--- src/rtl/rtc_cal_pkg.sv ---
package rtc_cal_pkg;

  localparam int NUM_FIELDS  = 7;
  localparam int FIELD_W     = 8;
  localparam int FLD_SEC     = 0;
  localparam int FLD_MIN     = 1;
  localparam int FLD_HOUR    = 2;
  localparam int FLD_WDAY    = 3;
  localparam int FLD_MDAY    = 4;
  localparam int FLD_MON     = 5;
  localparam int FLD_YEAR    = 6;

  localparam logic [2:0] RUN_CODE = 3'b010;

  typedef struct packed {
    logic [6:0] sec;
    logic [6:0] min;
    logic [4:0] hour;
    logic [2:0] wday;
    logic [4:0] mday;
    logic [3:0] mon;
    logic [6:0] year;
    logic [6:0] cent;
  } cal_t;

  // Full year = cent*100 + yy; cent*100 is always a multiple of 4,
  // so divisibility by 4 is decided by yy alone.
  function automatic logic is_leap(input logic [6:0] yy, input logic [6:0] cent);
    return (yy[1:0] == 2'd0) && ((yy != 7'd0) || (cent[1:0] == 2'd0));
  endfunction

  function automatic logic [4:0] month_len(input logic [3:0] mon,
                                           input logic [6:0] yy,
                                           input logic [6:0] cent);
    case (mon)
      4'd2:                      return is_leap(yy, cent) ? 5'd29 : 5'd28;
      4'd4, 4'd6, 4'd9, 4'd11:   return 5'd30;
      default:                   return 5'd31;
    endcase
  endfunction

  function automatic logic [FIELD_W-1:0] reset_raw(input int idx,
                                                   input logic bcd,
                                                   input logic h24);
    case (idx)
      FLD_HOUR:                    return h24 ? 8'h00 : (bcd ? 8'h12 : 8'h0C);
      FLD_WDAY, FLD_MDAY, FLD_MON: return 8'h01;
      default:                     return 8'h00;
    endcase
  endfunction

endpackage

--- src/rtl/cal_fmt_enc.sv ---
module cal_fmt_enc #(
  parameter bit IS_HOUR = 1'b0
) (
  input  logic [6:0] bin_i,
  input  logic       bcd_mode_i,
  input  logic       h24_mode_i,
  output logic [7:0] raw_o
);
  logic       pm;
  logic [6:0] v;
  logic [7:0] body;

  always_comb begin
    pm = 1'b0;
    v  = bin_i;
    if (IS_HOUR && !h24_mode_i) begin
      pm = (bin_i >= 7'd12);
      v  = pm ? (bin_i - 7'd12) : bin_i;
      if (v == 7'd0) v = 7'd12;
    end
    if (bcd_mode_i)
      body = {4'(v / 7'd10), 4'(v % 7'd10)};
    else
      body = {1'b0, v};
    raw_o = {body[7] | pm, body[6:0]};
  end
endmodule

--- src/rtl/cal_fmt_dec.sv ---
module cal_fmt_dec #(
  parameter bit IS_HOUR = 1'b0
) (
  input  logic [7:0] raw_i,
  input  logic       bcd_mode_i,
  input  logic       h24_mode_i,
  output logic [6:0] bin_o
);
  logic       twelve;
  logic       pm;
  logic [7:0] field;
  logic [6:0] v;

  always_comb begin
    twelve = IS_HOUR && !h24_mode_i;
    pm     = twelve && raw_i[7];
    field  = twelve ? {1'b0, raw_i[6:0]} : raw_i;
    if (bcd_mode_i)
      v = 7'(field[7:4] * 4'd10) + 7'(field[3:0]);
    else
      v = field[6:0];
    if (twelve) begin
      if (v == 7'd12) v = 7'd0;
      if (pm)         v = v + 7'd12;
    end
    bin_o = v;
  end
endmodule

--- src/rtl/cal_time_core.sv ---
module cal_time_core
  import rtc_cal_pkg::*;
#(
  parameter int RESET_CENTURY = 20
) (
  input  logic clk,
  input  logic rst,
  input  logic step_i,
  input  logic load_i,
  input  cal_t load_val_i,
  output cal_t now_o,
  output cal_t next_o
);
  cal_t       cur_q;
  cal_t       nxt;
  cal_t       ld;
  logic [4:0] mlen;

  assign mlen = month_len(cur_q.mon, cur_q.year, cur_q.cent);

  always_comb begin
    ld      = load_val_i;
    ld.cent = cur_q.cent;
  end

  always_comb begin
    nxt = cur_q;
    if (cur_q.sec >= 7'd59) begin
      nxt.sec = 7'd0;
      if (cur_q.min >= 7'd59) begin
        nxt.min = 7'd0;
        if (cur_q.hour >= 5'd23) begin
          nxt.hour = 5'd0;
          nxt.wday = (cur_q.wday >= 3'd7) ? 3'd1 : cur_q.wday + 3'd1;
          if (cur_q.mday >= mlen) begin
            nxt.mday = 5'd1;
            if (cur_q.mon >= 4'd12) begin
              nxt.mon = 4'd1;
              if (cur_q.year >= 7'd99) begin
                nxt.year = 7'd0;
                nxt.cent = (cur_q.cent >= 7'd99) ? 7'd0 : cur_q.cent + 7'd1;
              end else begin
                nxt.year = cur_q.year + 7'd1;
              end
            end else begin
              nxt.mon = cur_q.mon + 4'd1;
            end
          end else begin
            nxt.mday = cur_q.mday + 5'd1;
          end
        end else begin
          nxt.hour = cur_q.hour + 5'd1;
        end
      end else begin
        nxt.min = cur_q.min + 7'd1;
      end
    end else begin
      nxt.sec = cur_q.sec + 7'd1;
    end
  end

  always_ff @(posedge clk) begin
    if (rst) begin
      cur_q      <= '0;
      cur_q.wday <= 3'd1;
      cur_q.mday <= 5'd1;
      cur_q.mon  <= 4'd1;
      cur_q.cent <= 7'(RESET_CENTURY);
    end else if (load_i) begin
      cur_q <= ld;
    end else if (step_i) begin
      cur_q <= nxt;
    end
  end

  assign now_o  = cur_q;
  assign next_o = nxt;
endmodule

--- src/rtl/rtc_calendar_counter.sv ---
module rtc_calendar_counter
  import rtc_cal_pkg::*;
#(
  parameter int UIP_CYCLES    = 8,
  parameter int RESET_CENTURY = 20
) (
  input  logic       clk,
  input  logic       rst,
  input  logic       tick_i,
  input  logic [2:0] div_sel_i,
  input  logic       bcd_mode_i,
  input  logic       h24_mode_i,
  input  logic       set_i,
  input  logic       wr_en_i,
  input  logic [2:0] wr_sel_i,
  input  logic [7:0] wr_data_i,
  output logic [7:0] sec_o,
  output logic [7:0] min_o,
  output logic [7:0] hour_o,
  output logic [7:0] wday_o,
  output logic [7:0] mday_o,
  output logic [7:0] mon_o,
  output logic [7:0] year_o,
  output logic       uip_o,
  output logic       done_o
);
  localparam int UIP_W = (UIP_CYCLES > 1) ? $clog2(UIP_CYCLES) : 1;

  logic             uip_q, done_q, set_q;
  logic [UIP_W-1:0] cnt_q;
  logic             start, finish, step, load;
  cal_t             now_s, next_s, ld_val;

  logic [6:0]         next_bin [NUM_FIELDS];
  logic [6:0]         dec_bin  [NUM_FIELDS];
  logic [FIELD_W-1:0] field_q  [NUM_FIELDS];

  assign start  = tick_i && (div_sel_i == RUN_CODE) && !set_i && !uip_q;
  assign finish = uip_q && (cnt_q == '0);
  assign step   = finish && !set_i && !set_q;
  assign load   = set_q && !set_i;

  always_ff @(posedge clk) begin
    if (rst) begin
      uip_q  <= 1'b0;
      cnt_q  <= '0;
      done_q <= 1'b0;
      set_q  <= 1'b0;
    end else begin
      set_q  <= set_i;
      done_q <= step;
      if (start) begin
        uip_q <= 1'b1;
        cnt_q <= UIP_W'(UIP_CYCLES - 1);
      end else if (uip_q) begin
        if (finish) uip_q <= 1'b0;
        else        cnt_q <= cnt_q - 1'b1;
      end
    end
  end

  cal_time_core #(.RESET_CENTURY(RESET_CENTURY)) u_core (
    .clk        (clk),
    .rst        (rst),
    .step_i     (step),
    .load_i     (load),
    .load_val_i (ld_val),
    .now_o      (now_s),
    .next_o     (next_s)
  );

  assign next_bin[FLD_SEC]  = next_s.sec;
  assign next_bin[FLD_MIN]  = next_s.min;
  assign next_bin[FLD_HOUR] = {2'b0, next_s.hour};
  assign next_bin[FLD_WDAY] = {4'b0, next_s.wday};
  assign next_bin[FLD_MDAY] = {2'b0, next_s.mday};
  assign next_bin[FLD_MON]  = {3'b0, next_s.mon};
  assign next_bin[FLD_YEAR] = next_s.year;

  always_comb begin
    ld_val      = now_s;
    ld_val.sec  = dec_bin[FLD_SEC];
    ld_val.min  = dec_bin[FLD_MIN];
    ld_val.hour = dec_bin[FLD_HOUR][4:0];
    ld_val.wday = dec_bin[FLD_WDAY][2:0];
    ld_val.mday = dec_bin[FLD_MDAY][4:0];
    ld_val.mon  = dec_bin[FLD_MON][3:0];
    ld_val.year = dec_bin[FLD_YEAR];
  end

  for (genvar i = 0; i < NUM_FIELDS; i++) begin : g_fld
    logic [FIELD_W-1:0] raw_next;
    logic [FIELD_W-1:0] fld_q;

    cal_fmt_enc #(.IS_HOUR(i == FLD_HOUR)) u_enc (
      .bin_i      (next_bin[i]),
      .bcd_mode_i (bcd_mode_i),
      .h24_mode_i (h24_mode_i),
      .raw_o      (raw_next)
    );

    cal_fmt_dec #(.IS_HOUR(i == FLD_HOUR)) u_dec (
      .raw_i      (fld_q),
      .bcd_mode_i (bcd_mode_i),
      .h24_mode_i (h24_mode_i),
      .bin_o      (dec_bin[i])
    );

    always_ff @(posedge clk) begin
      if (rst)
        fld_q <= reset_raw(i, bcd_mode_i, h24_mode_i);
      else if (step)
        fld_q <= raw_next;
      else if (set_i && wr_en_i && (wr_sel_i == 3'(i)))
        fld_q <= wr_data_i;
    end

    assign field_q[i] = fld_q;
  end

  assign sec_o  = field_q[FLD_SEC];
  assign min_o  = field_q[FLD_MIN];
  assign hour_o = field_q[FLD_HOUR];
  assign wday_o = field_q[FLD_WDAY];
  assign mday_o = field_q[FLD_MDAY];
  assign mon_o  = field_q[FLD_MON];
  assign year_o = field_q[FLD_YEAR];
  assign uip_o  = uip_q;
  assign done_o = done_q;
endmodule

--- config.mk ---
export PLATFORM = sky130hd
export DESIGN_NAME = rtc_calendar_counter
export DESIGN_NICKNAME = d
export VERILOG_FILES = /design/src/rtl/rtc_cal_pkg.sv /design/src/rtl/cal_fmt_enc.sv /design/src/rtl/cal_fmt_dec.sv /design/src/rtl/cal_time_core.sv /design/src/rtl/rtc_calendar_counter.sv
export SDC_FILE = /design/constraint.sdc
export NUM_CORES = 1
export LEC_CHECK = 0
export CELL_PAD_IN_SITES_DETAIL_PLACEMENT = 1
export CELL_PAD_IN_SITES_GLOBAL_PLACEMENT = 1
export CORE_ASPECT_RATIO = 1.4
export CORE_UTILIZATION = 48
export DETAILED_ROUTE_END_ITERATION = 10
export PLACE_DENSITY = 0.95
export SKIP_CTS_REPAIR_TIMING = 1
export SYNTH_ARGS = -nofsm -noshare
export SYNTH_HDL_FRONTEND = slang
export SYNTH_SLANG_ARGS = --single-unit
--- constraint.sdc ---
create_clock -name clk -period 20 [get_ports clk]
set_clock_uncertainty 0.1 [all_clocks]
set_input_delay 4 -clock clk [delete_from_list [all_inputs] [get_ports clk]]
set_output_delay 4 -clock clk [all_outputs]
set_load 0.05 [all_outputs]
==> out/qor.txt, run 1 <==
status - completed
Crit Path Max Fanout - 10
Die X - 119.5 um
Synth area leaders - dfxtp_1, ha_1, nor2_1, mux2i_1, a21oi_1
fin worst setup slack - 12.14 ns
YS warnings - 0
VDD IR max - 0.00003907 V
WP data arrival - 8.08 ns
worst skew pair latency - 0.38 ns
vias per std cell - 6.726
critical path's largest stage delay - 0.56 ns
Hold Crit Class - reg2reg
most frequent cell after synthesis - nor2_1
Num CTS Buffers - 9
max cap viols - 0
Clock Path Buffers - 2
# setup viols final - 0
pre-CTS setup slack - 11.89 ns
Post-Syn Area per Cell - 7.875 sq um
crit share post-route - 39.32%
clk slew on worst S/H paths - 0.08 ns
max-slew violation total from the final report - 0
Area Growth Syn to Fin - 13.04%
Clock Root Buffer - clkbuf_16
final WL - 34.78 mm
vias in the first global route - 10240
initial core utilization - 49.47%
slowest stage cell on the critical path - nor4_2
Sink Count - 107
PwrDens - 48.50 nW/um^2
Top cell by count, worst path - ha_1
routability cong. - 0.9411
Min Clock Period, post-route - 7.863 ns
Reg2Reg Depth - 31
Die ar. - 19890 sq um
Post-route DRC - 0
post-synth top area cell - dfxtp_1
Synth Instances - 1178
reg-to-reg startpoint - u_core.now_o[9]
initial antenna violation count - 1
Syn Nets - 1278
placed cell area - 10190 sq um
post-synthesis cell type count - 89
RR Endpoint - year_o[1]
vias - 9861
# rows - 59
Post-synth EDFFs - 8
Top Ports - 79
Tot GR Track Use - 35.11%
Avg WL per Cell - 23.72 um
FF+latch count, synth - 107
worst-margin pin slew - 1.216 ns
core footprint - 18750 sq um
RSZ-0062 raised after global routing - no
fin nets - 1316
Leak - 4.161 nW
Max Fclk - 0.1272 GHz
fillers - 2314
Hold Crit Start - u_core.now_o[6]
CTS tree - yes
hold path depth - 1
violation count after the first detailed-route iteration - 783
Final Cell Area - 10490 sq um
Top FF cell, synth - dfxtp_1
Hold EP - u_core.now_o[6]
largest net degree at the start of global routing - 70
Seq/Total Area, Yosys - 23.95%
post-synth top area share - 21.36%
TNS Setup - 0 ns
total grt overflow - 0
most frequent cells after synthesis - nor2_1, dfxtp_1, nand2_1
Routed Antenna Nets - 0
first-pass GRT wire length - 54.94 mm
count of final hold-check violations - 0
First-pass DRT Iterations - 5
worst reg-to-reg setup slack - 12.14 ns
IO Port Bufs - 78
slew margin rel. - 18.97%
Max H-tree Level - 3
critical path type - reg2reg
CP startpoint kind - flop
share of cells above drive strength 1 - 6.224%
die height - 166.5 um
fraction of registers with async set/reset - 0%
Critical Path End Type - flop
mapped cell area - 9276 sq um
critical path required time - 20.22 ns
PnR Total Power - 0.0005086 W
DPL Wire Length - 23.94 mm
-- sequential cells by signal (all words and copies together) (netlist names) --
name,flops
min_o,8
sec_o,8
cnt_q,3
done_o,1
u_core.now_o,45
year_o,8
hour_o,8
set_q,1
wday_o,8
uip_o,1
mday_o,8
mon_o,8
-- cell families (layout without fill, tap and decap cells) --
kind of cell | after synthesis | after routing | synth area share [%]
xor+xnor | 47 | 47 | 4.437
simple gates | 419 | 419 | 21.47
fa+ha+maj | 79 | 79 | 11.46
mux | 73 | 73 | 8.295
other cells | 0 | 1 | 0
buf+inv | 120 | 163 | 5.044
flops | 107 | 107 | 23.95
compound gates | 333 | 333 | 25.33
-- layout by cell type (no fill, tap or decap), types with 17 or more instances in the layout --
| cell type | count |
|---|---|
| ha_1 | 69 |
| nand3_1 | 34 |
| nand2_1 | 87 |
| xnor2_1 | 31 |
| nor3_1 | 25 |
| a21o_1 | 17 |
| clkdlybuf4s50_1 | 76 |
| mux2_2 | 20 |
| o21ai_0 | 55 |
| a21oi_1 | 74 |
| inv_1 | 59 |
| nand2b_1 | 17 |
| dfxtp_1 | 99 |
| a211oi_1 | 27 |
| mux2i_1 | 51 |
| nor2_1 | 160 |
| a221oi_1 | 30 |
-- per-layer routing --
layer	vias to the layer above	track usage [%]	share of wire, %
li1	4386	-	-
met1	4841	37.65	37
met3	199	6.404	5.9
met4	0	28.21	8.4
met2	435	59.91	49
met5	-	0	0
-- metrics by stage --
step / cells / hold WS (ns) / util (%)
after floorplan: 1178 / 0.3578 / -
after global routing: 1465 / 0.4161 / 55.91
after CTS: 1465 / 0.3878 / 55.91
final: 1466 / 0.3863 / 55.93
after detailed placement: 1449 / 0.3708 / 54.32
after global placement: 1449 / 0.3666 / 54.32
-- power breakdown --
part / internal, W / total (W) / switching [W]
Combinational: 0.0000329 / 0.0000933 / 0.0000605
Clock: 0.0000963 / 0.000188 / 0.0000917
Sequential: 0.000220 / 0.000227 / 0.00000695
-- worst max-delay path, delay by kind of cell, from the launching register on --
family	cells	cell delay, ns
simple gates	16	4.20
compound gates	9	1.68
fa+ha+maj	5	1.32
flops	1	0.40
buf+inv	1	0.08
-- area by class of cell --
cell class                 count  area [sq um]  area share, %
sequential                   107          2222          21.19
timing repair buffer          87         838.3          7.994
antenna                        1         2.502        0.02386
clock buffer                  12         267.8          2.553
clock inverter                 4         30.03         0.2864
multi-input combinational    951          6595          62.89
inverter                      60         225.2          2.148
tap                          244         305.3          2.911
-- worst max path at each step --
stage	from	endpoint	cells past startpoint
2_1_floorplan	h24_mode_i	u_core.now_o[29]	17
3_3_place_gp	h24_mode_i	u_core.now_o[29]	17
3_5_place_dp	h24_mode_i	u_core.now_o[29]	17
4_1_cts	h24_mode_i	u_core.now_o[29]	17
5_1_grt	u_core.now_o[9]	year_o[1]	31
6_report	u_core.now_o[9]	year_o[1]	31
Power figures use the tool's default switching activity.
==> run 2: changes to the inputs <==
--- a/config.mk
+++ b/config.mk
@@ -8,9 +8,9 @@
 export CELL_PAD_IN_SITES_DETAIL_PLACEMENT = 1
 export CELL_PAD_IN_SITES_GLOBAL_PLACEMENT = 1
 export CORE_ASPECT_RATIO = 1.4
-export CORE_UTILIZATION = 48
+export CORE_UTILIZATION = 40
 export DETAILED_ROUTE_END_ITERATION = 10
-export PLACE_DENSITY = 0.95
+export PLACE_DENSITY = 0.86
 export SKIP_CTS_REPAIR_TIMING = 1
 export SYNTH_ARGS = -nofsm -noshare
 export SYNTH_HDL_FRONTEND = slang
==> constraint.sdc (replaced) <==
create_clock -name clk -period 6.6 [get_ports clk]
set_clock_uncertainty 0.1 [all_clocks]
set_input_delay 1.32 -clock clk [delete_from_list [all_inputs] [get_ports clk]]
set_output_delay 1.32 -clock clk [all_outputs]
set_load 0.05 [all_outputs]
==> run 2 against run 1 <==
Effect of this change: routed wire length decreased by 3.1%; combinational power increased to 3.0 times the previous value; non-clock buffer count grew 27; first-iteration DRC count decreased by 19%; register-to-register slack worse by 12 ns; sequential share of layout area shrank 0.74 points; setup slack worse by 12 ns; count of clock-buffer cells in the layout shrank 2; flip-flop and latch count unchanged; utilization down 7.9 points; largest cell class unchanged.
==> out/qor.txt, run 2 (synthesized netlist as in run 1, its figures left out) <==
die height - 182.2 um (was 166.5 um)
Max H-tree Level - 3 (unchanged)
Placed Instances - 1527 (was 1449)
number of flip-flops in the largest register - 45 (unchanged)
max cap viols - 0 (unchanged)
status - completed (unchanged)
worst skew pair latency - 0.37 ns (was 0.38 ns)
largest net degree at the start of global routing - 65 (was 70)
Max Fclk - 0.1546 GHz (was 0.1272 GHz)
Leak - 4.301 nW (was 4.161 nW)
TNS Setup - 0 ns (unchanged)
share of cells above drive strength 1 - 9.696% (was 6.224%)
Hold Slack - 0.3999 ns (was 0.3863 ns)
Hold Crit Class - reg2reg (unchanged)
count of final hold-check violations - 0 (unchanged)
Die ar. - 23810 sq um (was 19890 sq um)
Min Clock Period, post-route - 6.469 ns (was 7.863 ns)
CTS tree - yes (unchanged)
vias per std cell - 6.256 (was 6.726)
Routed Antenna Nets - 0 (unchanged)
Sw Pwr - 0.0004788 W (was 0.0001591 W)
Area Growth Syn to Fin - 17.17% (was 13.04%)
ant diodes - 0 (was 1)
initial core utilization - 41.03% (was 49.47%)
share of power burned in registers - 45.5% (was 44.7%)
fin nets - 1343 (was 1316)
Final Non-Filler Cells - 1549 (was 1466)
Die X - 130.7 um (was 119.5 um)
final WL - 33.71 mm (was 34.78 mm)
vias in the first global route - 10170 (was 10240)
DPL Wire Length - 24.58 mm (was 23.94 mm)
clock power share - 36.1% (was 37.0%)
Sink Count - 107 (unchanged)
Critical Path End Type - flop (unchanged)
VDD IR max - 0.00009553 V (was 0.00003907 V)
crit share post-route - 98.01% (was 39.32%)
worst-margin pin slew - 1.087 ns (was 1.216 ns)
Clock Path Buffers - 2 (unchanged)
combinational power share - 18.4% (about the same)
Top Ports - 79 (unchanged)
critical path type - reg2reg (unchanged)
most frequent cells in the layout - nor2_1, dfxtp_1, nand2_1 (unchanged)
critical path required time - 6.82 ns (was 20.22 ns)
Crit Path Max Fanout - 7 (was 10)
Internal Power - 0.001031 W (was 0.0003495 W)
first-pass GRT wire length - 52.83 mm (was 54.94 mm)
Num CTS Buffers - 9 (unchanged)
vias - 9691 (was 9861)
violation count after the first detailed-route iteration - 633 (was 783)
clk slew on worst S/H paths - 0.08 ns (about the same)
pre-CTS setup slack - -0.1730 ns (was 11.89 ns)
CP startpoint kind - flop (unchanged)
# setup viols final - 0 (unchanged)
initial antenna violation count - 0 (was 1)
Top cell by count, worst path - nand3_1 (was ha_1)
total grt overflow - 0 (unchanged)
First-pass DRT Iterations - 5 (unchanged)
Post-route DRC - 0 (unchanged)
Clock Root Buffer - clkbuf_16 (unchanged)
critical path's largest stage delay - 0.47 ns (was 0.56 ns)
most common cell after layout, fill and taps aside - nor2_1 (unchanged)
PwrDens - 139.0 nW/um^2 (was 48.50 nW/um^2)
routability cong. - 0.9206 (was 0.9411)
IO Port Bufs - 78 (unchanged)
Avg WL per Cell - 21.77 um (was 23.72 um)
WP data arrival - 6.68 ns (was 8.08 ns)
core footprint - 22610 sq um (was 18750 sq um)
fin worst setup slack - 0.1311 ns (was 12.14 ns)
Final Cell Area - 10870 sq um (was 10490 sq um)
slowest stage cell on the critical path - or4_1 (was nor4_2)
# rows - 65 (was 59)
switching portion of total power - 31.70% (was 31.28%)
slew margin rel. - 26.75% (was 18.97%)
Tot GR Track Use - 28.50% (was 35.11%)
placed cell area - 10430 sq um (was 10190 sq um)
max-slew violation total from the final report - 0 (unchanged)
## run 2: final timing paths
path / slack [ns] / depth (start not counted) / end / start
setup reg to reg: 0.13 / 30 / year_o[1] / u_core.now_o[9]
hold / removal: 0.40 / 1 / u_core.now_o[6] / u_core.now_o[6]
setup / recovery: 0.13 / 30 / year_o[1] / u_core.now_o[9]
hold reg to reg: 0.40 / 1 / u_core.now_o[6] / u_core.now_o[6]
## run 2: layout make-up
class	count	area, sq um
Clock buffer	10	229.0
Inverter	60	225.2
Tap cell	301	376.6
Fill cell	2801	11740
Timing Repair Buffer	114	1045
Multi-Input combinational cell	951	6721
Clock inverter	6	48.80
Sequential cell	107	2223
## run 2: power by group through the flow
stage	logic, W	clock network (W)	registers (W)
final	0.000278	0.000546	0.000687
after floorplan	0.000151	0	0.000726
after CTS	0.000272	0.000551	0.000687
after detailed placement	0.000270	0	0.000702
after global placement	0.000258	0	0.000702
after global routing	0.000299	0.000576	0.000690
## run 2: metal layers
metal	vias to the layer above	global-route usage, %	wire length, um
li1	4449	-	-
met1	4788	30.50	12700
met2	306	49.90	16990
met3	148	4.603	1557
met4	0	20.41	2466
met5	-	0	0
## run 2: worst max-delay path, delay by kind of cell, from the launching register on
kind / cells / cell delay (ns)
AO/OA/AOI/OAI: 7 / 1.51
adder cells (fa/ha/maj): 4 / 0.92
buffers and inverters: 3 / 0.39
flip-flops: 1 / 0.32
AND/OR/NAND/NOR: 16 / 3.18
## run 2: through the flow
stage / util, % / power [W]
floorplan: - / 0.0008769
global placement: 46.15 / 0.0009594
detailed placement: 46.15 / 0.0009720
CTS: 47.38 / 0.001510
global route: 48.07 / 0.001564
finish: 48.07 / 0.001510
